===== config.mk =====
export PLATFORM = sky130hd
export DESIGN_NAME = rx_desc_dma
export DESIGN_NICKNAME = d
export VERILOG_FILES = /design/src/rtl/rxdma_pkg.sv /design/src/rtl/rxdma_pack.sv /design/src/rtl/rxdma_ctrl.sv /design/src/rtl/rx_desc_dma.sv
export SDC_FILE = /design/constraint.sdc
export NUM_CORES = 1
export LEC_CHECK = 0
export BUFFER_PORTS_ARGS = -buffer_cell sky130_fd_sc_hd__buf_4
export CORE_MARGIN = 4
export CORE_UTILIZATION = 55
export CTS_CLUSTER_DIAMETER = 50
export DETAILED_ROUTE_END_ITERATION = 10
export GPL_ROUTABILITY_DRIVEN = 1
export PLACE_DENSITY_LB_ADDON = 0.05
export SETUP_SLACK_MARGIN = 0.15
export SLEW_MARGIN = 10
export SYNTH_ARGS = -nofsm -noshare
export SYNTH_HDL_FRONTEND = slang
export SYNTH_SLANG_ARGS = --single-unit
export TNS_END_PERCENT = 30

===== constraint.sdc =====
create_clock -name clk -period 3.8 [get_ports clk]
set_input_delay 0.57 -clock clk [delete_from_list [all_inputs] [get_ports clk]]
set_output_delay 0.57 -clock clk [all_outputs]
set_load 0.01 [all_outputs]

===== src/rtl/rxdma_pkg.sv =====
package rxdma_pkg;

    localparam int WORD_W     = 32;
    localparam int DESC_STEP  = 16;
    localparam int OWN_BIT    = 31;
    localparam int EOR_BIT    = 15;
    localparam int STAT_LEN_W = 14;

    typedef enum logic [3:0] {
        ST_IDLE,
        ST_FETCH_STAT,
        ST_FETCH_SIZE,
        ST_FETCH_BUF,
        ST_SUSPEND,
        ST_RECV,
        ST_FLUSH,
        ST_WR_WORD,
        ST_WRITEBACK
    } rx_state_e;

    function automatic logic [WORD_W-1:0] wb_status(input logic [STAT_LEN_W-1:0] len,
                                                    input logic err);
        logic [WORD_W-1:0] s;
        s        = '0;
        s[29:16] = len;
        s[15]    = err;
        s[9]     = 1'b1;
        s[8]     = 1'b1;
        return s;
    endfunction

endpackage


===== src/rtl/rxdma_pack.sv =====
module rxdma_pack #(
    parameter int SIZE_W = 13
) (
    input  logic                clk,
    input  logic                rst_n,
    input  logic                clr,
    input  logic                take,
    input  logic [7:0]          byte_in,
    input  logic [SIZE_W-1:0]   buf_size,
    input  logic                word_sent,
    output logic [31:0]         word_o,
    output logic [SIZE_W:0]     word_off_o,
    output logic                word_full_o,
    output logic                has_data_o,
    output logic [SIZE_W:0]     stored_o,
    output logic                trunc_o
);
    localparam int CNT_W = SIZE_W + 1;

    typedef struct packed {
        logic [31:0]      word;
        logic [2:0]       lanes;
        logic [CNT_W-1:0] off;
        logic [CNT_W-1:0] stored;
        logic             trunc;
    } pack_s;

    pack_s q, d;

    always_comb begin
        d = q;
        if (clr) begin
            d = '0;
        end else begin
            if (word_sent) begin
                d.word  = '0;
                d.lanes = '0;
                d.off   = q.off + CNT_W'(4);
            end
            if (take) begin
                if (q.stored < {1'b0, buf_size}) begin
                    d.word[{q.lanes[1:0], 3'b000} +: 8] = byte_in;
                    d.lanes  = q.lanes + 3'd1;
                    d.stored = q.stored + CNT_W'(1);
                end else begin
                    d.trunc = 1'b1;
                end
            end
        end
    end

    always_ff @(posedge clk) begin
        if (!rst_n) q <= '0;
        else        q <= d;
    end

    assign word_o      = q.word;
    assign word_off_o  = q.off;
    assign word_full_o = (q.lanes == 3'd4);
    assign has_data_o  = (q.lanes != 3'd0);
    assign stored_o    = q.stored;
    assign trunc_o     = q.trunc;

    // the stored count never passes the buffer size of the current descriptor
    a_r8_within_size: assert property (@(posedge clk) disable iff (!rst_n)
        !clr |=> (stored_o <= {1'b0, $past(buf_size)}));

    // a full word is never extended before it is sent
    a_r5_no_fifth_lane: assert property (@(posedge clk) disable iff (!rst_n)
        word_full_o && !word_sent && !clr |=> word_full_o);

endmodule


===== src/rtl/rxdma_ctrl.sv =====
module rxdma_ctrl
    import rxdma_pkg::*;
#(
    parameter int ADDR_W = 32,
    parameter int SIZE_W = 13
) (
    input  logic              clk,
    input  logic              rst_n,
    input  logic              start,
    input  logic              poll,
    input  logic [ADDR_W-1:0] ring_base,
    output logic              mem_req,
    output logic              mem_we,
    output logic [ADDR_W-1:0] mem_addr,
    output logic [31:0]       mem_wdata,
    input  logic              mem_ack,
    input  logic [31:0]       mem_rdata,
    input  logic              rx_valid,
    input  logic              rx_sof,
    input  logic              rx_eof,
    output logic              rx_ready,
    output logic              pk_clr,
    output logic              pk_take,
    output logic              pk_sent,
    output logic [SIZE_W-1:0] pk_size,
    input  logic [31:0]       pk_word,
    input  logic [SIZE_W:0]   pk_off,
    input  logic              pk_full,
    input  logic              pk_has,
    input  logic [SIZE_W:0]   pk_stored,
    input  logic              pk_trunc,
    output logic              rx_done,
    output logic              buf_unavail,
    output logic              stopped
);
    typedef struct packed {
        rx_state_e         st;
        logic [ADDR_W-1:0] cur;
        logic [SIZE_W-1:0] bsize;
        logic              eor;
        logic [ADDR_W-1:0] baddr;
        logic              in_frame;
        logic              eof_seen;
        logic              done;
        logic              unav;
        logic              stop;
    } ctrl_s;

    ctrl_s q, d;

    always_comb begin
        mem_req = (q.st == ST_FETCH_STAT) || (q.st == ST_FETCH_SIZE) ||
                  (q.st == ST_FETCH_BUF)  || (q.st == ST_WR_WORD)    ||
                  (q.st == ST_WRITEBACK);
        mem_we  = (q.st == ST_WR_WORD) || (q.st == ST_WRITEBACK);
        unique case (q.st)
            ST_FETCH_SIZE: mem_addr = q.cur + ADDR_W'(4);
            ST_FETCH_BUF:  mem_addr = q.cur + ADDR_W'(8);
            ST_WR_WORD:    mem_addr = q.baddr + ADDR_W'(pk_off);
            default:       mem_addr = q.cur;
        endcase
        if (q.st == ST_WR_WORD)        mem_wdata = pk_word;
        else if (q.st == ST_WRITEBACK) mem_wdata = wb_status(STAT_LEN_W'(pk_stored), pk_trunc);
        else                           mem_wdata = '0;
    end

    assign rx_ready = (q.st == ST_RECV) && !pk_full;
    assign pk_take  = rx_valid && rx_ready && (q.in_frame || rx_sof);
    assign pk_clr   = (q.st == ST_FETCH_SIZE) && mem_ack;
    assign pk_sent  = (q.st == ST_WR_WORD) && mem_ack;
    assign pk_size  = q.bsize;

    always_comb begin
        d      = q;
        d.done = 1'b0;
        d.unav = 1'b0;
        d.stop = 1'b0;
        unique case (q.st)
            ST_IDLE: if (start) begin
                d.cur = ring_base;
                d.st  = ST_FETCH_STAT;
            end
            ST_FETCH_STAT: if (mem_ack) begin
                if (mem_rdata[OWN_BIT]) begin
                    d.st = ST_FETCH_SIZE;
                end else begin
                    d.unav = 1'b1;
                    d.st   = ST_SUSPEND;
                end
            end
            ST_SUSPEND: begin
                if (!start) begin
                    d.stop = 1'b1;
                    d.st   = ST_IDLE;
                end else if (poll) begin
                    d.st = ST_FETCH_STAT;
                end
            end
            ST_FETCH_SIZE: if (mem_ack) begin
                d.bsize = mem_rdata[SIZE_W-1:0];
                d.eor   = mem_rdata[EOR_BIT];
                d.st    = ST_FETCH_BUF;
            end
            ST_FETCH_BUF: if (mem_ack) begin
                d.baddr    = mem_rdata[ADDR_W-1:0];
                d.in_frame = 1'b0;
                d.eof_seen = 1'b0;
                d.st       = ST_RECV;
            end
            ST_RECV: begin
                if (pk_full) begin
                    d.st = ST_WR_WORD;
                end else if (pk_take) begin
                    d.in_frame = 1'b1;
                    if (rx_eof) begin
                        d.in_frame = 1'b0;
                        d.eof_seen = 1'b1;
                        d.st       = ST_FLUSH;
                    end
                end
            end
            ST_FLUSH: d.st = pk_has ? ST_WR_WORD : ST_WRITEBACK;
            ST_WR_WORD: if (mem_ack) begin
                d.st = q.eof_seen ? ST_WRITEBACK : ST_RECV;
            end
            ST_WRITEBACK: if (mem_ack) begin
                d.done = 1'b1;
                d.cur  = q.eor ? ring_base : q.cur + ADDR_W'(DESC_STEP);
                if (start) begin
                    d.st = ST_FETCH_STAT;
                end else begin
                    d.stop = 1'b1;
                    d.st   = ST_IDLE;
                end
            end
            default: d.st = ST_IDLE;
        endcase
    end

    always_ff @(posedge clk) begin
        if (!rst_n) begin
            q    <= '0;
            q.st <= ST_IDLE;
        end else begin
            q <= d;
        end
    end

    assign rx_done     = q.done;
    assign buf_unavail = q.unav;
    assign stopped     = q.stop;

    // an open request holds its command until acknowledged
    a_r12_req_hold: assert property (@(posedge clk) disable iff (!rst_n)
        mem_req && !mem_ack |=> mem_req && $stable(mem_we) && $stable(mem_addr) && $stable(mem_wdata));

    // descriptor reads never touch the unused fourth word
    a_r4_no_word3: assert property (@(posedge clk) disable iff (!rst_n)
        mem_req && !mem_we && (ring_base[3:0] == 4'h0) |-> mem_addr[3:2] != 2'b11);

    // completion and buffer-unavailable are never raised together
    a_r9_pulse_excl: assert property (@(posedge clk) disable iff (!rst_n)
        $onehot0({rx_done, buf_unavail}));

    // completion lasts a single cycle
    a_r9_done_single: assert property (@(posedge clk) disable iff (!rst_n)
        rx_done |=> !rx_done);

    // a suspended engine is quiet on the memory port
    a_r2_suspend_quiet: assert property (@(posedge clk) disable iff (!rst_n)
        buf_unavail |-> !mem_req);

    // a stopped engine makes no request in the following cycle
    a_r11_stop_quiet: assert property (@(posedge clk) disable iff (!rst_n)
        stopped && !start |=> !mem_req);

    // the stream is only taken while the memory port is idle
    a_r6_ready_idle_port: assert property (@(posedge clk) disable iff (!rst_n)
        rx_ready |-> !mem_req);

endmodule


===== src/rtl/rx_desc_dma.sv =====
module rx_desc_dma #(
    parameter int ADDR_W = 32,
    parameter int SIZE_W = 13
) (
    input  logic              clk,
    input  logic              rst_n,
    input  logic              start,
    input  logic              poll,
    input  logic [ADDR_W-1:0] ring_base,
    output logic              mem_req,
    output logic              mem_we,
    output logic [ADDR_W-1:0] mem_addr,
    output logic [31:0]       mem_wdata,
    input  logic              mem_ack,
    input  logic [31:0]       mem_rdata,
    input  logic              rx_valid,
    input  logic [7:0]        rx_data,
    input  logic              rx_sof,
    input  logic              rx_eof,
    output logic              rx_ready,
    output logic              rx_done,
    output logic              buf_unavail,
    output logic              stopped
);
    logic              pk_clr, pk_take, pk_sent, pk_full, pk_has, pk_trunc;
    logic [SIZE_W-1:0] pk_size;
    logic [31:0]       pk_word;
    logic [SIZE_W:0]   pk_off, pk_stored;

    rxdma_ctrl #(.ADDR_W(ADDR_W), .SIZE_W(SIZE_W)) u_ctrl (
        .clk(clk), .rst_n(rst_n), .start(start), .poll(poll), .ring_base(ring_base),
        .mem_req(mem_req), .mem_we(mem_we), .mem_addr(mem_addr), .mem_wdata(mem_wdata),
        .mem_ack(mem_ack), .mem_rdata(mem_rdata),
        .rx_valid(rx_valid), .rx_sof(rx_sof), .rx_eof(rx_eof), .rx_ready(rx_ready),
        .pk_clr(pk_clr), .pk_take(pk_take), .pk_sent(pk_sent), .pk_size(pk_size),
        .pk_word(pk_word), .pk_off(pk_off), .pk_full(pk_full), .pk_has(pk_has),
        .pk_stored(pk_stored), .pk_trunc(pk_trunc),
        .rx_done(rx_done), .buf_unavail(buf_unavail), .stopped(stopped)
    );

    rxdma_pack #(.SIZE_W(SIZE_W)) u_pack (
        .clk(clk), .rst_n(rst_n), .clr(pk_clr), .take(pk_take), .byte_in(rx_data),
        .buf_size(pk_size), .word_sent(pk_sent), .word_o(pk_word), .word_off_o(pk_off),
        .word_full_o(pk_full), .has_data_o(pk_has), .stored_o(pk_stored), .trunc_o(pk_trunc)
    );

endmodule


==> results.txt <==
----------------------------------------------------
[Synth]
  EDFF count, synth ... 0
  Share of synthesized flip-flops with an asynchronous set or reset ... 0%
  Avg Cell Area, Syn ... approximately 7.6 sq um
  Post-synthesis cell area ... 9537 sq um
  Post-Synthesis Cells ... roughly 1200
  Synthesis-stage register bit count ... 149
  Post-synthesis sequential area ratio ... 31.28%
  Post-synth top flop ... dfxtp_1
  Unique cell type count in the Yosys netlist ... 77
  Count of synthesis-stage warnings from yosys ... 0
  Syn_nets ... 1363

[Min path]
  Worst min-delay path category ... input pin to flop

[Setup path]
  Nature of the critical path startpoint ... flop
  Category of the most critical setup path ... flop to output port
  CP arrival ... 3.00 ns
  Kind of end point of the critical path ... output port
  Highest fanout seen on the critical path ... 7
  CP Data Required Time ... approximately 3.2 ns

[STA]
  Final-layout setup total negative slack ... 0 ns
  Final count of hold timing violations ... 0
  Final period demand of the worst path ... 3.572 ns
  Period utilisation layout ... 94.01%
  Setup clock skew after layout ... 0.01641 ns
  Pin slew with the least headroom to its limit ... 1.050 ns
  Max Clock Freq ... 0.2799 GHz
  Tightest slew margin relative to the limit ... 30.00%
  Number of setup violations in the final report ... 0
  RSZ-0062 raised after global routing ... true
  Worst hold slack across all endpoints ... just under 0.4 ns
  Final Max Tran Viols ... 0

[Clocking]
  Post-cts hold buffer count ... 0
  Clock latency reported for the late side of the worst-skew pair ... 0.43 ns
  Cts bufs inserted ... 17
  Root cell of the clock tree ... clkbuf_16
  Clock slew at the register clock pins of the worst setup and hold paths ... 0.07 ns
  CTS H-tree lvls ... 4
  Clock tree from TritonCTS ... built
  TritonCTS Sinks ... 149
  Maximum number of buffers from clock root to sink ... 2

[Power]
  Power per cell area ... between 400 and 500 nW/um^2
  Power Total ... 4.925 mW
  Static Leak ... 4.398 nW
  Peak VDD IR ... 0.0004048 V

[Global route]
  Maximum number of pins on one net before global-route repair ... 52
  Leftover overflow at the end of global routing ... 0
  Number of global-route vias before repair ... 8831
  Initial antenna violation count ... 0
  Wire length of the first global-routing pass ... 47.36 mm
  Overall global routing resource usage ... 29.52%

[Floorplanning]
  Placeable core region ... 16760 sq um
  Number of rows created at floorplan ... 47
  Die Outline Area ... 19510 sq um
  Starting density of the core ... about 57%
  Ports ... 150
  Vertical die dimension ... between 100 and 150 microns
  Width of the chip ... 139.7 microns

[Detailed routing]
  Pre-Repair DR Iteration Count ... 6
  Via Count ... 9831
  Number of violations reported at the end of detailed-routing iteration 0 ... 1062
  Sum of routed wire length over all layers ... 29.96 mm
  DRC ... 0
  Average via count per standard cell ... 6.141
  Per-cell routed wire length ... 18.71 microns
  Final antenna-violating net count ... 0

[Final layout]
  Sequential cell area ... 2985 sq um
  # diodes ... 0
  Signed area change from the synthesized netlist to the final layout ... 20.36%
  Non-filler cells in the finished layout ... approximately 1600
  Multi-input gate area ... around 6100 sq um
  Fraction of final layout cells sized beyond drive strength 1 ... between 10% and 20%
  Number of fill cells ... 1472
  Layout net count ... 1484

[Placement]
  Total placed cells including tap cells ... 1568
  Final HPWL DP ... ~22 mm
  Global placer's final weighted congestion ... around 0.94
  Port Buffers ... 149

[Run]
  Max-Cap Viols ... 0

[Run status]
  Run status ... finished clean

----------------------------------------------------
## power by group
part,switching [mW],internal (mW),leakage (nW),total (mW)
Combinational,0.807,0.556,2.90,1.36
Sequential,0.166,1.67,1.21,1.84
Clock,0.774,0.952,0.292,1.73
Total,1.75,3.18,4.40,4.93
## cells in the mapped netlist (4+ instances only)
cell | number | area [sq um]
a211oi_1 | 6 | 45.04
a21boi_0 | 40 | 300.3
a21o_1 | 8 | 60.06
a21oi_1 | 82 | 410.4
a221oi_1 | 4 | 35.03
a22o_1 | 35 | 306.5
a22oi_1 | 13 | 97.59
a31oi_1 | 14 | 87.58
and2_1 | 28 | 175.2
and3_1 | 21 | 131.4
buf_1 | 4 | 15.01
buf_2 | 16 | 80.08
clkbuf_1 | 60 | 225.2
dfxtp_1 | 149 | 2983
ha_1 | 35 | 437.9
inv_1 | 40 | 150.1
mux2i_1 | 5 | 50.05
nand2_1 | 200 | 750.7
nand2b_1 | 5 | 31.28
nand3_1 | 39 | 195.2
nand4_1 | 17 | 106.4
nor2_1 | 64 | 240.2
nor2b_1 | 15 | 93.84
nor3_1 | 29 | 145.1
nor3b_1 | 5 | 37.54
nor4_1 | 12 | 75.07
o2111ai_1 | 6 | 52.55
o211ai_1 | 21 | 157.7
o21a_1 | 11 | 82.58
o21ai_0 | 100 | 500.5
o21ai_1 | 4 | 20.02
o221ai_1 | 5 | 43.79
o22ai_1 | 7 | 43.79
o2bb2ai_1 | 8 | 70.07
o31ai_1 | 11 | 82.58
or2_2 | 6 | 37.54
or3_1 | 11 | 68.82
or4_1 | 10 | 75.07
xnor2_1 | 20 | 175.2
xor2_1 | 16 | 140.1
## through the flow
stage / area [sq um] / worst slack, ns / utilization (%)
3_5_place_dp: 10850 / 0.5191 / 64.76
5_1_grt: 11480 / 0.07665 / 68.49
6_report: 11480 / 0.2277 / 68.49
3_3_place_gp: 10850 / 0.5873 / 64.76
4_1_cts: 11450 / 0.1518 / 68.34
2_1_floorplan: 9537 / 0.9004 / -
## path summary, 6_finish.rpt
check	startpoint	end	slack (ns)	cells after the start
hold reg to reg	u_ctrl.pk_size[3]	u_ctrl.pk_size[3]	0.46	2
hold / removal	mem_rdata[5]	u_ctrl.pk_size[5]	0.40	3
setup reg to reg	u_ctrl.q[84]	u_pack.word_o[24]	0.76	8
setup / recovery	u_ctrl.q[54]	mem_addr[10]	0.23	6
## critical path: stages (launching register included)
cell      delay [ns]
dfxtp_1         0.47
ha_1            0.38
inv_1           0.13
o21ai_1         0.53
nand2_1         0.30
o311ai_0        0.55
buf_4           0.22
## repair_timing
item / CTS / global route
pin swaps: 0 / 2
endpoints found under the setup margin: 1 / 20
resized for setup: 2 / 3
buffers inserted: 0 / 1
## registers in the layout, indices dropped and copies added (netlist names)
name	count
u_pack.stored_o	14
u_pack.word_off_o	12
u_pack.trunc_o	1
u_pack.word_o	32
u_ctrl.buf_unavail	1
u_ctrl.stopped	1
u_ctrl.rx_done	1
u_ctrl.pk_size	13
u_ctrl.q	71
u_pack.q	3
## per-layer routing
layer  GRT usage, %  vias to the layer above  part of all wire [%]
met5              0                        -                     0
met4          7.445                        0                   1.3
met3          6.930                       34                   9.8
met2          43.20                      458                    43
met1          43.73                     4541                    46
li1               -                     4798                     -
## cell usage in the layout, fill, tap and decap left out, types with 5 or more instances in the layout
master / instances
nand2_1: 200
buf_4: 184
dfxtp_1: 147
o21ai_0: 100
a21oi_1: 82
nor2_1: 63
inv_1: 40
a21boi_0: 40
nand3_1: 39
a22o_1: 35
ha_1: 34
nor3_1: 29
and2_1: 28
o211ai_1: 21
and3_1: 21
xnor2_1: 20
nand4_1: 17
clkbuf_16: 17
xor2_1: 16
nor2b_1: 14
a31oi_1: 14
a22oi_1: 13
nor4_1: 12
o21a_1: 11
or3_1: 11
or4_1: 10
o31ai_1: 10
a21o_1: 8
o2bb2ai_1: 8
o22ai_1: 7
a211oi_1: 6
o2111ai_1: 6
or2_2: 6
o221ai_1: 5
nor3b_1: 5
mux2i_1: 5
## cell families (layout without fill, tap and decap cells)
logic type,Yosys count,count (layout),synth area share (%)
AND/OR/NAND/NOR,487,487,26.14
flip-flops,149,149,31.28
AO/OA/AOI/OAI,407,407,28.29
adder cells (fa/ha/maj),37,37,4.907
buffers and inverters,123,257,5.209
XOR/XNOR,36,36,3.306
multiplexers,8,8,0.8790
## layout make-up
cell class,instances,share of cell area [%]
repair buffers,184,12.03
well taps,220,2.398
multi-input cells,975,53.03
clock inverters,14,1.363
inverters,41,1.341
flip-flops and latches,149,26.01
clock buffers,18,3.826
(Power assumes the default switching activity.)
